$ cat src/rtl/irq_stat_pkg.sv
package irq_stat_pkg;

  localparam int unsigned STAT_W = 8;

  localparam int unsigned B_TMR  = 7;
  localparam int unsigned B_FSF  = 6;
  localparam int unsigned B_TXTH = 5;
  localparam int unsigned B_DMA  = 4;
  localparam int unsigned B_HS   = 3;
  localparam int unsigned B_MIX  = 2;
  localparam int unsigned B_TXE  = 1;
  localparam int unsigned B_RXTH = 0;

  typedef enum logic [2:0] {
    MD_UART   = 3'd0,
    MD_SIR    = 3'd1,
    MD_ASK    = 3'd2,
    MD_MIR    = 3'd3,
    MD_FIR    = 3'd4,
    MD_REMOTE = 3'd5
  } op_mode_e;

  // line-error group: plain UART and slow infrared
  function automatic logic f_err_group(input logic [2:0] m);
    return (m <= 3'(MD_ASK));
  endfunction

  // frame-end group: medium and fast infrared
  function automatic logic f_frame_group(input logic [2:0] m);
    return (m == 3'(MD_MIR)) || (m == 3'(MD_FIR));
  endfunction

  function automatic logic f_any_ir(input logic [2:0] m);
    return (m != 3'(MD_UART));
  endfunction

  // shared bit 2: set wins over the group's own clearing read
  function automatic logic f_mix_next(input logic [2:0] m, input logic q,
                                      input logic err_ev, input logic usr_clr,
                                      input logic fend_ev, input logic own_clr);
    if (f_err_group(m))        return err_ev  | (q & ~usr_clr);
    else if (f_frame_group(m)) return fend_ev | (q & ~own_clr);
    else                       return 1'b0;
  endfunction

endpackage

$ cat src/rtl/irq_sticky_bit.sv
module irq_sticky_bit (
  input  logic clk,
  input  logic rst_n,
  input  logic set_i,
  input  logic clr_i,
  output logic q_o
);

  always_ff @(posedge clk or negedge rst_n) begin
    if (!rst_n)     q_o <= 1'b0;
    else if (set_i) q_o <= 1'b1;
    else if (clr_i) q_o <= 1'b0;
  end

  p_set_wins_r12: assert property (@(posedge clk) disable iff (!rst_n)
    set_i |=> q_o);

  p_clear_r12: assert property (@(posedge clk) disable iff (!rst_n)
    (clr_i && !set_i) |=> !q_o);

endmodule

$ cat src/rtl/irq_hs_toggle.sv
module irq_hs_toggle #(
  parameter int unsigned W = 8
) (
  input  logic         clk,
  input  logic         rst_n,
  input  logic [W-1:0] value_i,
  output logic         toggle_o
);

  logic [W-1:0] prev_q;
  logic         armed_q;

  always_ff @(posedge clk or negedge rst_n) begin
    if (!rst_n) begin
      prev_q  <= '0;
      armed_q <= 1'b0;
    end else begin
      prev_q  <= value_i;
      armed_q <= 1'b1;
    end
  end

  assign toggle_o = armed_q && (value_i != prev_q);

  p_toggle_stable_r6: assert property (@(posedge clk) disable iff (!rst_n)
    $stable(value_i) |-> !toggle_o);

endmodule

$ cat src/rtl/irq_lvl_cmp.sv
module irq_lvl_cmp #(
  parameter int unsigned W = 5
) (
  input  logic [W-1:0] level_i,
  input  logic [W-1:0] thr_i,
  output logic         at_or_above_o
);

  assign at_or_above_o = (level_i >= thr_i);

endmodule

$ cat src/rtl/irq_status_reg.sv
module irq_status_reg
  import irq_stat_pkg::*;
#(
  parameter int unsigned FSF_LVL_W = 5,
  parameter int unsigned TX_LVL_W  = 5,
  parameter int unsigned HS_W      = 8
) (
  input  logic                 clk,
  input  logic                 rst_n,
  input  logic [2:0]           mode,
  input  logic                 ir_hs_en,
  input  logic                 tmr_zero,
  input  logic                 tmr_run_en,
  input  logic                 tmr_irq_en,
  input  logic [FSF_LVL_W-1:0] fsf_level,
  input  logic [FSF_LVL_W-1:0] fsf_thresh,
  input  logic                 fsf_timeout,
  input  logic [TX_LVL_W-1:0]  tx_level,
  input  logic [TX_LVL_W-1:0]  tx_thresh,
  input  logic                 dma_tc_tx,
  input  logic                 dma_tc_rx,
  input  logic [HS_W-1:0]      hs_value,
  input  logic                 hs_rd,
  input  logic [3:0]           line_err,
  input  logic                 usr_rd,
  input  logic                 frame_end,
  input  logic                 frame_abort,
  input  logic                 rx_valid,
  input  logic                 tx_empty,
  input  logic                 rx_thresh,
  input  logic                 stat_rd,
  input  logic [7:0]           irq_en,
  output logic [7:0]           stat_q,
  output logic                 irq
);

  // named events for the assertions
  logic tmr_ev, dma_ev, hs_tog, hs_ev, err_ev, fend_ev;
  logic fsf_above, tx_at_or_above;
  logic tmr_q, dma_q, hs_q, to_q, to_next;
  logic fsf_q, txth_q, mix_q, txe_q, rxth_q;

  assign tmr_ev  = tmr_zero & tmr_run_en & tmr_irq_en;
  assign dma_ev  = dma_tc_tx | dma_tc_rx;
  assign hs_ev   = hs_tog & (~f_any_ir(mode) | ir_hs_en);
  assign err_ev  = |line_err;
  assign fend_ev = frame_end | (frame_abort & rx_valid);

  irq_lvl_cmp #(.W(FSF_LVL_W)) u_fsf_cmp (
    .level_i(fsf_level), .thr_i(fsf_thresh), .at_or_above_o(fsf_above));

  irq_lvl_cmp #(.W(TX_LVL_W)) u_tx_cmp (
    .level_i(tx_level), .thr_i(tx_thresh), .at_or_above_o(tx_at_or_above));

  irq_hs_toggle #(.W(HS_W)) u_hs_tog (
    .clk(clk), .rst_n(rst_n), .value_i(hs_value), .toggle_o(hs_tog));

  irq_sticky_bit u_tmr (.clk(clk), .rst_n(rst_n), .set_i(tmr_ev),
    .clr_i(stat_rd), .q_o(tmr_q));
  irq_sticky_bit u_dma (.clk(clk), .rst_n(rst_n), .set_i(dma_ev),
    .clr_i(stat_rd), .q_o(dma_q));
  irq_sticky_bit u_hs  (.clk(clk), .rst_n(rst_n), .set_i(hs_ev),
    .clr_i(hs_rd), .q_o(hs_q));
  irq_sticky_bit u_to  (.clk(clk), .rst_n(rst_n), .set_i(fsf_timeout),
    .clr_i(stat_rd), .q_o(to_q));

  // pending time-out as it will stand after this edge
  assign to_next = fsf_timeout | (to_q & ~stat_rd);

  always_ff @(posedge clk or negedge rst_n) begin
    if (!rst_n) begin
      fsf_q  <= 1'b0;
      txth_q <= 1'b0;
      mix_q  <= 1'b0;
      txe_q  <= 1'b0;
      rxth_q <= 1'b0;
    end else begin
      fsf_q  <= fsf_above | to_next;
      txth_q <= ~tx_at_or_above;
      mix_q  <= f_mix_next(mode, mix_q, err_ev, usr_rd, fend_ev, stat_rd);
      txe_q  <= tx_empty;
      rxth_q <= rx_thresh;
    end
  end

  always_comb begin
    stat_q         = '0;
    stat_q[B_TMR]  = tmr_q;
    stat_q[B_FSF]  = fsf_q;
    stat_q[B_TXTH] = txth_q;
    stat_q[B_DMA]  = dma_q;
    stat_q[B_HS]   = hs_q;
    stat_q[B_MIX]  = mix_q;
    stat_q[B_TXE]  = txe_q;
    stat_q[B_RXTH] = rxth_q;
  end

  assign irq = |(stat_q & irq_en);

  p_tmr_gate_r2: assert property (@(posedge clk) disable iff (!rst_n)
    (tmr_zero && !(tmr_run_en && tmr_irq_en) && !stat_q[7]) |=> !stat_q[7]);

  p_fsf_level_r3: assert property (@(posedge clk) disable iff (!rst_n)
    (fsf_level >= fsf_thresh) |=> stat_q[6]);

  p_txth_low_r4: assert property (@(posedge clk) disable iff (!rst_n)
    (tx_level < tx_thresh) |=> stat_q[5]);

  p_dma_set_r5: assert property (@(posedge clk) disable iff (!rst_n)
    (dma_tc_tx || dma_tc_rx) |=> stat_q[4]);

  p_hs_ir_block_r7: assert property (@(posedge clk) disable iff (!rst_n)
    ((mode != 3'd0) && !ir_hs_en && !stat_q[3]) |=> !stat_q[3]);

  p_usr_keep_r8: assert property (@(posedge clk) disable iff (!rst_n)
    ((mode <= 3'd2) && stat_q[2] && !usr_rd) |=> stat_q[2]);

  p_remote_b2_r9: assert property (@(posedge clk) disable iff (!rst_n)
    (mode >= 3'd5) |=> !stat_q[2]);

  p_irq_masked_r11: assert property (@(posedge clk) disable iff (!rst_n)
    (irq_en == 8'h00) |-> !irq);

endmodule

$ cat config.mk
export PLATFORM = sky130hd
export DESIGN_NAME = irq_status_reg
export DESIGN_NICKNAME = d
export VERILOG_FILES = /design/src/rtl/irq_stat_pkg.sv /design/src/rtl/irq_sticky_bit.sv /design/src/rtl/irq_hs_toggle.sv /design/src/rtl/irq_lvl_cmp.sv /design/src/rtl/irq_status_reg.sv
export SDC_FILE = /design/constraint.sdc
export NUM_CORES = 1
export LEC_CHECK = 0
export ABC_AREA = 1
export BUFFER_PORTS_ARGS = -buffer_cell sky130_fd_sc_hd__buf_2
export CAP_MARGIN = 20
export CORE_MARGIN = 3
export CORE_UTILIZATION = 41
export DETAILED_ROUTE_END_ITERATION = 8
export GPL_TIMING_DRIVEN = 1
export PLACE_DENSITY = 0.87
export SLEW_MARGIN = 30
export SYNTH_ARGS = -nofsm -noshare
export SYNTH_HDL_FRONTEND = slang
export SYNTH_SLANG_ARGS = --single-unit
$ cat constraint.sdc
create_clock -name clk -period 1.06 [get_ports clk]
set_input_delay 0.212 -clock clk [delete_from_list [all_inputs] [get_ports clk]]
set_output_delay 0.212 -clock clk [all_outputs]
set_load 0.02 [all_outputs]
# Yosys cells after proc, flatten, opt, wreduce, memory -nomap -nowiden
# Cells that the tools add are included.
# op_classes
n_lt_le_gt_ge	3
eq_ne	3
muxes	8
bitwise	19
reduce_logical	9
# op_table
cell	n
$ge A5 B5 Y1	2
$and A8 B8 Y8	1
$mux W1	8
$ne A8 B8 Y1	1
$reduce_bool A2 Y1	4
$reduce_or A8 Y1	1
$and A1 B1 Y1	7
$or A1 B1 Y1	7
$not A1 Y1	4
$reduce_or A4 Y1	1
$eq A3 B2 Y1 const B	1
$eq A3 B3 Y1 const B	1
$le A3 B2 Y1 const B	1
$reduce_bool A3 Y1	1
$logic_and A1 B1 Y1	1
$logic_or A1 B1 Y1	1
# totals
register_bits	18
out_inout_bits	9
wordCells	53

# Depth between registers and ports, before layout
# depth
word_depth	5
depth_mapped	8
ltp_nobuf	8

# By module
# A second synthesis with hierarchy kept.
# hier_totals
cells_unflattened	180
hier_area_um2	1194.9
# modules_own_cells
mod	n_inst	cells_per_inst	area_per_inst_um2	seq_area_each_um2
irq_hs_toggle	1	58	409.1	225.2
irq_status_reg	1	56	360.3	125.1
irq_lvl_cmp	2	23	132.6	0.0
irq_sticky_bit	4	5	40.0	25.0

# Worst setup path before layout
# OpenSTA, ideal clock, no wires.
# synth_path
path_kind	flip-flop to output port
startpoint	register u_hs.q_o
endpoint	output irq
arrival_time_ns	0.844
required_ns	0.848
slack_ns	0.004
stages_incl_launch_ff	5
cell_sequence	dfrtp_1 nand2_1 nand2_1 a221oi_1 nand2_1
# synth_between
elab_chain_cells	2
# synth_lines
element	line	text
start: declaration	irq_sticky_bit.sv:6	output logic q_o
start signal: assignment	irq_sticky_bit.sv:10	if (!rst_n) q_o <= 1'b0;
start signal: assignment	irq_sticky_bit.sv:11	else if (set_i) q_o <= 1'b1;
start signal: assignment	irq_sticky_bit.sv:12	else if (clr_i) q_o <= 1'b0;
$and A8 B8 Y8	irq_status_reg.sv:98	assign irq = |(stat_q & irq_en);
$reduce_or A8 Y1	irq_status_reg.sv:98	
end: declaration	irq_status_reg.sv:34	output logic irq
# No other way between the ends.

# Worst setup path after layout
# layout_path
startpoint	register u_dma.q_o
endpoint	output irq
# layout_between
elab_chain_cells	2
# layout_lines
element	line
start: declaration	irq_sticky_bit.sv:6
start signal: assignment	irq_sticky_bit.sv:10
start signal: assignment	irq_sticky_bit.sv:11
start signal: assignment	irq_sticky_bit.sv:12
$and A8 B8 Y8	irq_status_reg.sv:98
$reduce_or A8 Y1	irq_status_reg.sv:98
# No other way between the ends.

==> results.py <==
metrics = {
    "critical_path": {
        "critPathKind": "flip-flop to output port",
        "reg2reg_depth": 6,
        "start_kind": "flip-flop",
        "r2r-end": "u_hs.q_o",
        "endpoint_kind": "output port",
        "timing.rr.start": "u_hs_tog.prev_q[6]",
        "ff2ff_setup_slack_ns": 0.08,
        "cp.required_ns": 0.85,
        "cp.arrival_ns": 1.20,
        "crit_path_max_fanout": 2,
    },
    "routing": {
        "drc": 0,
        "via_per_inst": 4.54,
        "avgRoutedWirePerCell_um": 10.7,
        "firstDrtPassIters": 3,
        "initialDrtViolationCount": 6,
        "ant_nets": 0,
        "wl_mm": 2.44,
        "num_vias": 1039,
    },
    "global_route": {
        "antenna_found_initial": 0,
        "grt_usage": 0.148,
        "grt_overflow": 0,
        "grt_pass1_vias": 973,
        "grt_pass1_wl_mm": 3.88,
        "grt_max_degree": 19,
    },
    "floorplan": {
        "initial_utilization": 0.456,
        "rows": 17,
        "floorplan.die.width_um": 57.0,
        "ios": 69,
        "fp.dieH_um": 57.0,
        "die_area_um2": 3250,
        "core-area_um2": 2340,
    },
    "power_and_ir_drop": {
        "vdd_drop_max_uv": 876,
        "p_leak_nw": 0.921,
        "power_density_nw_per_um2": 1030,
    },
    "min_path": {
        "holdCritPathClass": "input port to flip-flop",
        "hold_start": "tx_empty",
        "hold_path_depth": 1,
        "holdPathEnd": "txe_q",
    },
    "timing": {
        "setup_viol_count_final": 5,
        "fin_setup_tns_ns": -0.777,
        "drv_slew": 0,
        "fin_skew_ns": 0.00620,
        "period_share": 1.33,
        "hold_violations": 0,
        "rsz0062_at_grt": "yes",
        "setup_ws_ns": -0.354,
        "period_needed_ns": 1.41,
        "fmax_ghz": 0.707,
    },
    "logic_synthesis": {
        "synth_fp_nets": 201,
        "yosysSeqAreaShare": 0.422,
        "synth_cell_type_count": 19,
        "ys_warn_count": 0,
        "synth_cells": 131,
        "ys_ff_latch": 18,
        "syn_area_per_cell_um2": 8.15,
        "syn-cell-area_um2": 1070,
    },
    "layout": {
        "diodes": 0,
        "nFillCells": 193,
        "syn_to_final_growth_pct": 44.4,
        "fin_nets": 272,
        "final_util": 0.659,
        "layout-drive-gt1-share": 0.398,
    },
    "status": {
        "violations": "setup timing",
        "status": "finished with violations",
    },
    "place": {
        "post-dp-hpwl_mm": 2.11,
        "gp_congestion": 0.718,
        "io_buffers": 68,
    },
    "clock_network": {
        "clockBufferDepth": 2,
        "cts.sinks": 18,
        "cts_tree": "yes",
        "clk_pin_slew_ns": 0.09,
        "worstSkewPairLatency_ns": 0.28,
        "clockRootBuffer": "clkbuf_4",
        "htreeDepth": 1,
        "cts_buffers": 3,
    },
    "flow_run": {
        "maxCapViolations": 0,
    },
}
## Yosys cell counts
cell / count / area (um^2)
nand3b_1: 1 / 7.51
xnor2_1: 3 / 26.3
a21boi_0: 1 / 7.51
a211o_1: 1 / 8.76
a221oi_1: 2 / 17.5
o211ai_1: 1 / 7.51
nand2_1: 35 / 131
ha_1: 10 / 125
o21ai_0: 1 / 5.00
inv_1: 28 / 105
o21bai_1: 1 / 7.51
nand4_1: 3 / 18.8
a32o_1: 1 / 10.0
dfrtp_1: 18 / 450
conb_1: 1 / 3.75
nor3b_1: 1 / 7.51
a21oi_1: 9 / 45.0
buf_4: 8 / 60.1
nor2_1: 6 / 22.5
## placed cells by master (no fill, tap or decap), types with 2 or more instances in the layout
cell / Yosys / final
dfrtp_1: 18 / 18
inv_1: 28 / 28
nor2_1: 6 / 6
buf_6: 0 / 10
clkbuf_4: 0 / 3
buf_2: 0 / 61
nand2_1: 35 / 35
a21oi_1: 9 / 9
buf_4: 8 / 2
xnor2_1: 3 / 2
ha_1: 10 / 10
a221oi_2: 0 / 2
nand4_1: 3 / 3
## registers in the layout, indices dropped and copies added (netlist names)
| name | count |
|---|---|
| u_hs_tog.prev_q | 8 |
| fsf_q | 1 |
| mix_q | 1 |
| rxth_q | 1 |
| txe_q | 1 |
| txth_q | 1 |
| u_dma.q_o | 1 |
| u_hs.q_o | 1 |
| u_hs_tog.armed_q | 1 |
| u_tmr.q_o | 1 |
| u_to.q_o | 1 |
## worst max path at each step
| stage | slack, ns | from | endpoint |
|---|---|---|---|
| finish | -0.35 | u_dma.q_o | irq |
| global route | -0.48 | u_dma.q_o | irq |
| CTS | -0.33 | u_hs.q_o | irq |
| detailed placement | -0.06 | u_hs.q_o | irq |
| global placement | -0.05 | txth_q | irq |
| floorplan | 0.004 | u_hs.q_o | irq |
## critical path: stages (launching register included)
cell	delay, ns
dfrtp_1	0.40
nand2_1	0.07
nand2_1	0.06
a221oi_2	0.16
nand2_1	0.09
buf_6	0.14
## stage by stage
stage	total power, W	setup slack, ns	cells	area, um^2	hold WS [ns]
floorplan	0.000980	0.00370	131	1070	-0.0836
detailed placement	0.00114	-0.0645	222	1410	0.159
global route	0.00170	-0.481	229	1540	0.0178
CTS	0.00160	-0.333	229	1520	0.0247
finish	0.00159	-0.354	229	1540	0.0342
global placement	0.00113	-0.0514	222	1410	0.156
## report_power, final
part	switching (W)	internal, W	leakage [nW]
combinational	0.000201	0.000231	0.694
sequential	0.0000259	0.000731	0.206
clock	0.000193	0.000209	0.0210
total	0.000420	0.00117	0.921
## area by class of cell
type / instances / area (um^2) / share of cell area
Clock buffer: 4 / 36.3 / 0.0235
Sequential cell: 18 / 450 / 0.292
Tap cell: 28 / 35.0 / 0.0227
Inverter: 28 / 105 / 0.0682
Multi-Input combinational cell: 77 / 472 / 0.306
Timing Repair Buffer: 74 / 443 / 0.287
## routing by layer
layer / GRT usage / vias up / wire length, um
met4: 0.0298 / 0 / 21
met5: 0 / - / 0
met2: 0.302 / 39 / 1360
met3: 0.0294 / 2 / 184
met1: 0.154 / 458 / 879
li1: - / 540 / -
## logic make-up after synthesis
logic type / Yosys count / share of synthesized area
other: 1 / 0.00351
xor gates and xnor gates: 3 / 0.0246
adders and majority gates: 10 / 0.117
AOI/OAI and AO/OA: 17 / 0.102
and+or+nand+nor: 46 / 0.176
buffers and inverters: 36 / 0.155
DFF: 18 / 0.422
## repair_timing
action | CTS | global route
setup endpoints to repair | 6 | 10
buffers inserted | 3 | 0
pin swaps | 4 | 4
gates resized for setup | 14 | 6
cloned | 0 | 0
hold buffers | 1 | 0
endpoints found under the hold margin | 18 | 0
(Power assumes the default switching activity.)
